===== src/rtl/ddrv_pkg.sv =====
package ddrv_pkg;
  localparam int CTRL_BITS   = 8;
  localparam int SEL_BIT     = 7;
  localparam int SIM_BIT     = 0;
  localparam int DIV_BIT     = 1;
  localparam int RSV_LO      = 2;
  localparam int RSV_HI      = 6;
  localparam int BRIGHT_BITS = 7;

  typedef struct packed {
    logic div8;
    logic simul;
  } cw1_fields_t;
endpackage


===== src/rtl/ddrv_shift_reg.sv =====
module ddrv_shift_reg #(
  parameter int W = 8
) (
  input  logic         clk,
  input  logic         rst_n,
  input  logic         shift_en,
  input  logic         din,
  output logic [W-1:0] q
);
  generate
    if (W == 1) begin : g_single
      always_ff @(posedge clk or negedge rst_n) begin
        if (!rst_n)        q <= '0;
        else if (shift_en) q <= din;
      end
    end else begin : g_multi
      always_ff @(posedge clk or negedge rst_n) begin
        if (!rst_n)        q <= '0;
        else if (shift_en) q <= {q[W-2:0], din};
      end
    end
  endgenerate

  // a taken bit lands in position 0
  p_shift_in_r2: assert property (@(posedge clk) disable iff (!rst_n)
    shift_en |=> q[0] == $past(din));
  // no handshake, no movement
  p_hold_idle_r11: assert property (@(posedge clk) disable iff (!rst_n)
    !shift_en |=> $stable(q));
endmodule


===== src/rtl/ddrv_ctrl_decode.sv =====
module ddrv_ctrl_decode
  import ddrv_pkg::*;
(
  input  logic                   clk,
  input  logic                   rst_n,
  input  logic                   latch_en,
  input  logic [CTRL_BITS-1:0]   word,
  output cw1_fields_t            fields,
  output logic                   proto_err,
  output logic [BRIGHT_BITS-1:0] bright
);
  logic is_cw1;
  assign is_cw1 = word[SEL_BIT];

  always_ff @(posedge clk or negedge rst_n) begin
    if (!rst_n) begin
      fields    <= '0;
      proto_err <= 1'b0;
      bright    <= '0;
    end else if (latch_en) begin
      if (is_cw1) begin
        fields.simul <= word[SIM_BIT];
        fields.div8  <= word[DIV_BIT];
        proto_err    <= |word[RSV_HI:RSV_LO];
      end else begin
        bright <= word[BRIGHT_BITS-1:0];
      end
    end
  end

  // control word 0 never touches the word-1 fields
  p_cw0_keeps_fields_r4: assert property (@(posedge clk) disable iff (!rst_n)
    (latch_en && !word[SEL_BIT]) |=> ($stable(fields) && $stable(proto_err)));
  // error flag reflects reserved bits of the latched word 1
  p_err_tracks_r8: assert property (@(posedge clk) disable iff (!rst_n)
    (latch_en && word[SEL_BIT]) |=> proto_err == (|$past(word[RSV_HI:RSV_LO])));
  // nothing changes between latch events
  p_hold_r3: assert property (@(posedge clk) disable iff (!rst_n)
    !latch_en |=> ($stable(fields) && $stable(bright)));
endmodule


===== src/rtl/ddrv_dout_mux.sv =====
module ddrv_dout_mux (
  input  logic rs,
  input  logic simul,
  input  logic din,
  input  logic ctrl_msb,
  input  logic dot_msb,
  output logic dout
);
  always_comb begin
    if (rs) dout = simul ? din : ctrl_msb;
    else    dout = dot_msb;
  end
endmodule


===== src/rtl/ddrv_serial_front.sv =====
module ddrv_serial_front
  import ddrv_pkg::*;
#(
  parameter int DOT_BITS = 160
) (
  input  logic                   clk,
  input  logic                   rst_n,
  input  logic                   ce_n,
  input  logic                   rs,
  input  logic                   din_valid,
  output logic                   din_ready,
  input  logic                   din,
  output logic                   dout,
  output logic                   sim_mode,
  output logic                   ext_div8,
  output logic                   proto_err,
  output logic [BRIGHT_BITS-1:0] bright_word,
  output logic [DOT_BITS-1:0]    dot_image
);
  localparam int DOT_MSB = DOT_BITS - 1;

  logic                 ce_q;
  logic                 take;
  logic                 ctrl_shift;
  logic                 dot_shift;
  logic                 window_end;
  logic                 ctrl_latch;
  logic                 dot_latch;
  logic [CTRL_BITS-1:0] ctrl_q;
  logic [DOT_BITS-1:0]  dot_q;
  cw1_fields_t          fields;

  assign din_ready  = ~ce_n;
  assign take       = din_valid & din_ready;
  assign ctrl_shift = take & rs;
  assign dot_shift  = take & ~rs;
  assign window_end = ce_n & ~ce_q;
  assign ctrl_latch = window_end & rs;
  assign dot_latch  = window_end & ~rs;

  always_ff @(posedge clk or negedge rst_n) begin
    if (!rst_n) ce_q <= 1'b1;
    else        ce_q <= ce_n;
  end

  ddrv_shift_reg #(.W(CTRL_BITS)) u_ctrl_sr (
    .clk(clk), .rst_n(rst_n), .shift_en(ctrl_shift), .din(din), .q(ctrl_q)
  );

  ddrv_shift_reg #(.W(DOT_BITS)) u_dot_sr (
    .clk(clk), .rst_n(rst_n), .shift_en(dot_shift), .din(din), .q(dot_q)
  );

  ddrv_ctrl_decode u_decode (
    .clk(clk), .rst_n(rst_n), .latch_en(ctrl_latch), .word(ctrl_q),
    .fields(fields), .proto_err(proto_err), .bright(bright_word)
  );

  always_ff @(posedge clk or negedge rst_n) begin
    if (!rst_n)         dot_image <= '0;
    else if (dot_latch) dot_image <= dot_q;
  end

  ddrv_dout_mux u_mux (
    .rs(rs), .simul(fields.simul), .din(din),
    .ctrl_msb(ctrl_q[CTRL_BITS-1]), .dot_msb(dot_q[DOT_MSB]), .dout(dout)
  );

  assign sim_mode = fields.simul;
  assign ext_div8 = fields.div8;

  // the dot image only moves at the end of a write window
  p_image_only_on_end_r9: assert property (@(posedge clk) disable iff (!rst_n)
    !ce_n |=> $stable(dot_image));
  // simultaneous routing passes the input straight through
  p_sim_passthru_r6: assert property (@(posedge clk) disable iff (!rst_n)
    (rs && sim_mode) |-> dout == din);
  // no bits are taken outside the write window
  p_no_take_outside_r2: assert property (@(posedge clk) disable iff (!rst_n)
    ce_n |=> ($stable(ctrl_q) && $stable(dot_q)));
endmodule


===== config.mk =====
export PLATFORM = sky130hd
export DESIGN_NAME = ddrv_serial_front
export DESIGN_NICKNAME = d
export VERILOG_FILES = /design/src/rtl/ddrv_pkg.sv /design/src/rtl/ddrv_shift_reg.sv /design/src/rtl/ddrv_ctrl_decode.sv /design/src/rtl/ddrv_dout_mux.sv /design/src/rtl/ddrv_serial_front.sv
export SDC_FILE = /design/constraint.sdc
export NUM_CORES = 1
export LEC_CHECK = 0
export ABC_AREA = 1
export BUFFER_PORTS_ARGS = -buffer_cell sky130_fd_sc_hd__buf_4
export CAP_MARGIN = 20
export CELL_PAD_IN_SITES_DETAIL_PLACEMENT = 0
export CELL_PAD_IN_SITES_GLOBAL_PLACEMENT = 1
export CORE_ASPECT_RATIO = 0.8
export CORE_MARGIN = 2
export CORE_UTILIZATION = 44
export CTS_CLUSTER_DIAMETER = 150
export DETAILED_ROUTE_END_ITERATION = 6
export PLACE_DENSITY_LB_ADDON = 0.2
export SYNTH_ARGS = -nofsm -noshare
export SYNTH_HDL_FRONTEND = slang
export SYNTH_SLANG_ARGS = --single-unit

===== constraint.sdc =====
create_clock -name clk -period 1.5 [get_ports clk]
set_input_delay 0 -clock clk [delete_from_list [all_inputs] [get_ports clk]]
set_output_delay 0 -clock clk [all_outputs]
set_load 0.005 [all_outputs]

==> run_results.csv <==
group,metric,value,unit
drt,ant_nets,0,
setup_path,critPathRequiredTime,1.92,ns
synthesis,ys_seq_area_share,67.2,%
setup_path,crit_start,"ce_q",
placement,place_congestion,0.721,
clocking,clockRootBuffer,"clkbuf_16",
timing,min_period,1.39,ns
floorplan,rows,55,
placement,postPlaceCellArea,14600,µm²
drt,initialDrtViolationCount,589,
timing,hold_violations,0,
final_layout,drive_gt1_share,18.4,%
final_layout,stdcell_area,15800,µm²
final_layout,final_common_cell,"nand2_1",
synthesis,yosys.area_share.simple,11.5,%
grt,grt_pass1_vias,8353,
clocking,clock_path_buffers,3,
synthesis,synth-compound-area-share,13.0,%
floorplan,die-area,30100,µm²
timing,slew_headroom,63.9,%
setup_path,r2r_slack,0.11,ns
grt,grt_use_total,17.4,%
synthesis,syn_avg_cell_area,9.82,µm²
final_layout,final_cell_mix,"353 x nand2_1, 338 x dfrtp_1, 228 x o21ai_0, 193 x buf_4, 170 x inv_1",
worst_hold_path,hold_class,"input port to flop",
clocking,cts_buffers,36,
setup_path,crit_buf_inv,1,
synthesis,ys_ff_latch,339,
synthesis,synth_area,12600,µm²
floorplan,die_w,193,µm
synthesis,synth_top_family_by_area,"compound AO/OA/AOI/OAI gates",
setup_path,arrival,1.80,ns
setup_path,path_delay_family,"flip-flops",
synthesis,ys_warn_count,0,
drt,route.detailed.drc,0,
synthesis,ys_types,19,
grt,antenna_found_initial,0,
power_and_ir_drop,p_leak,0.00754,µW
synthesis,syn-num-nets,1291,
setup_path,critPathMaxStageDelay,0.58,ns
setup_path,r2r_cells,5,
synthesis,ys.flop_type,"dfrtp_1",
floorplan,core,28300,µm²
setup_path,endpoint,"dot_image[112]",
outcome,status,"finished clean",
timing,setup_slack,0.112,ns
job,drv_cap,0,
setup_path,crit_fanout,27,
setup_path,worst-path-stages,5,
timing,rsz0062_at_grt,"no",
worst_hold_path,min_path_cells,4,
setup_path,r2r-end,"dot_image[112]",
timing,min_period_over_period,92.5,%
timing,setup_violations,0,
timing,fin_skew,0.00897,ns
drt,wl_per_cell,13.7,µm
setup_path,path_class,"flop to flop",
power_and_ir_drop,powerDensity,1630,nW/µm²
floorplan,initial_core_util,44.6,%
synthesis,synth_edf_count,0,
synthesis,synthMuxAreaShare,0,%
floorplan,boundaryPins,178,
synthesis,synthXorXnorAreaFrac,0,%
grt,grt_max_degree,61,
timing,fmax,721,MHz
power_and_ir_drop,ir_drop,912,µV
drt,routed_wl,25.5,mm
timing,worst_pin_slew,0.542,ns
final_layout,diodes,0,
timing,whs,0.0309,ns
grt,grt_pass1_wl,43.3,mm
synthesis,syn_inst,1285,
clocking,cts_htree_levels,2,
placement,dp_slack,0.107,ns
drt,via_per_inst,4.62,
clocking,cts_tree,"built",
placement,port_buffers,177,
synthesis,synth_fa_ha_area_share,0,%
synthesis,async_reset_ff_share,100,%
setup_path,cpMaxStageDelayCell,"dfstp_2",
clocking,clock_sinks,339,
timing,slew_viol_final,0,
drt,drtPass1Iterations,5,
placement,hpwl,17.1,mm
setup_path,r2r-start,"ce_q",
clocking,clkLatencyLatePin,0.50,ns
timing,fin_setup_tns,0,ns
clocking,clk_pin_slew_worst_paths,0.06,ns
final_layout,syn_to_final_growth,25.4,%
drt,vias,8609,
setup_path,startpoint_type,"flop",
floorplan,die_y,155,µm
grt,overflow,0,
final_layout,nets,1475,
setup_path,crit_path_end_kind,"flop",
setup_path,crit_path_cell_trace,"nor2_8 > nand2_8 > buf_4 > nand2_1 > o21ai_1",
synthesized netlist by cell type (4+ instances only):
cell type / instances / area (µm²)
o21ai_1: 101 / 505
nand3_1: 5 / 25.0
inv_1: 170 / 638
buf_2: 24 / 120
buf_6: 12 / 135
dfrtp_1: 338 / 8460
clkbuf_1: 34 / 128
o21ai_0: 228 / 1140
nand2_1: 353 / 1330
nor2_1: 4 / 15.0
nand4_1: 8 / 50.1
flip-flops by register name (all words and copies together) (netlist names):
name                flops
u_decode.proto_err      1
u_decode.fields         2
dot_image             160
ce_q                    1
u_ctrl_sr.q             8
u_decode.bright         7
u_dot_sr.q            160
power breakdown:
group | internal (µW) | switching (µW)
registers | 11100 | 1210
logic | 2280 | 2230
clock network | 5470 | 3450
total | 18900 | 6890
worst register-to-register path, stage by stage (launching register included):
cell and delay (ns):
dfstp_2 0.58, nor2_8 0.08, nand2_8 0.21, buf_4 0.27, nand2_1 0.07, o21ai_1 0.09
area by class of cell:
class / count / area, µm²
clock buffers: 53 / 1080
clock inverters: 9 / 123
fillers: 2512 / 12500
inverters: 172 / 646
multi-input cells: 702 / 3120
flip-flops and latches: 339 / 8480
well taps: 370 / 463
repair buffers: 218 / 1910
worst min-delay path by stage:
stage	end	from	slack (ns)
2_1_floorplan	dot_image[0]	rst_n	-0.30
3_3_place_gp	dot_image[85]	rst_n	-0.009
3_5_place_dp	dot_image[86]	rst_n	-0.002
4_1_cts	u_dot_sr.q[10]	din_valid	0.01
5_1_grt	u_dot_sr.q[12]	din_valid	0.02
6_report	u_dot_sr.q[10]	din_valid	0.03
through the flow:
stage	total power (µW)	utilization, %	std cells
6_report	25800	55.9	1863
3_5_place_dp	17100	51.5	1797
2_1_floorplan	14400	-	1285
4_1_cts	26200	55.9	1863
3_3_place_gp	17000	51.5	1797
5_1_grt	27400	55.9	1863
cell families (layout without fill, tap and decap cells):
logic type,count (synthesis),after routing
AO/OA/AOI/OAI,329,329
buffers and inverters,244,452
flip-flops,339,339
AND/OR/NAND/NOR,373,373
layer usage:
layer	vias to the layer above	global-route usage, %	part of all wire (%)
met5	-	0	0
met4	0	4.33	1.5
met3	28	3.58	5.0
met2	158	24.8	42
met1	4014	27.2	52
li1	4409	-	-
repair_timing:
item,4_1_cts,5_1_grt
buffers inserted,0,0
endpoints found under the setup margin,0,1
endpoints found under the hold margin,352,0
gates resized for setup,0,1
hold buffers,4,0
(Power assumes the default switching activity.)
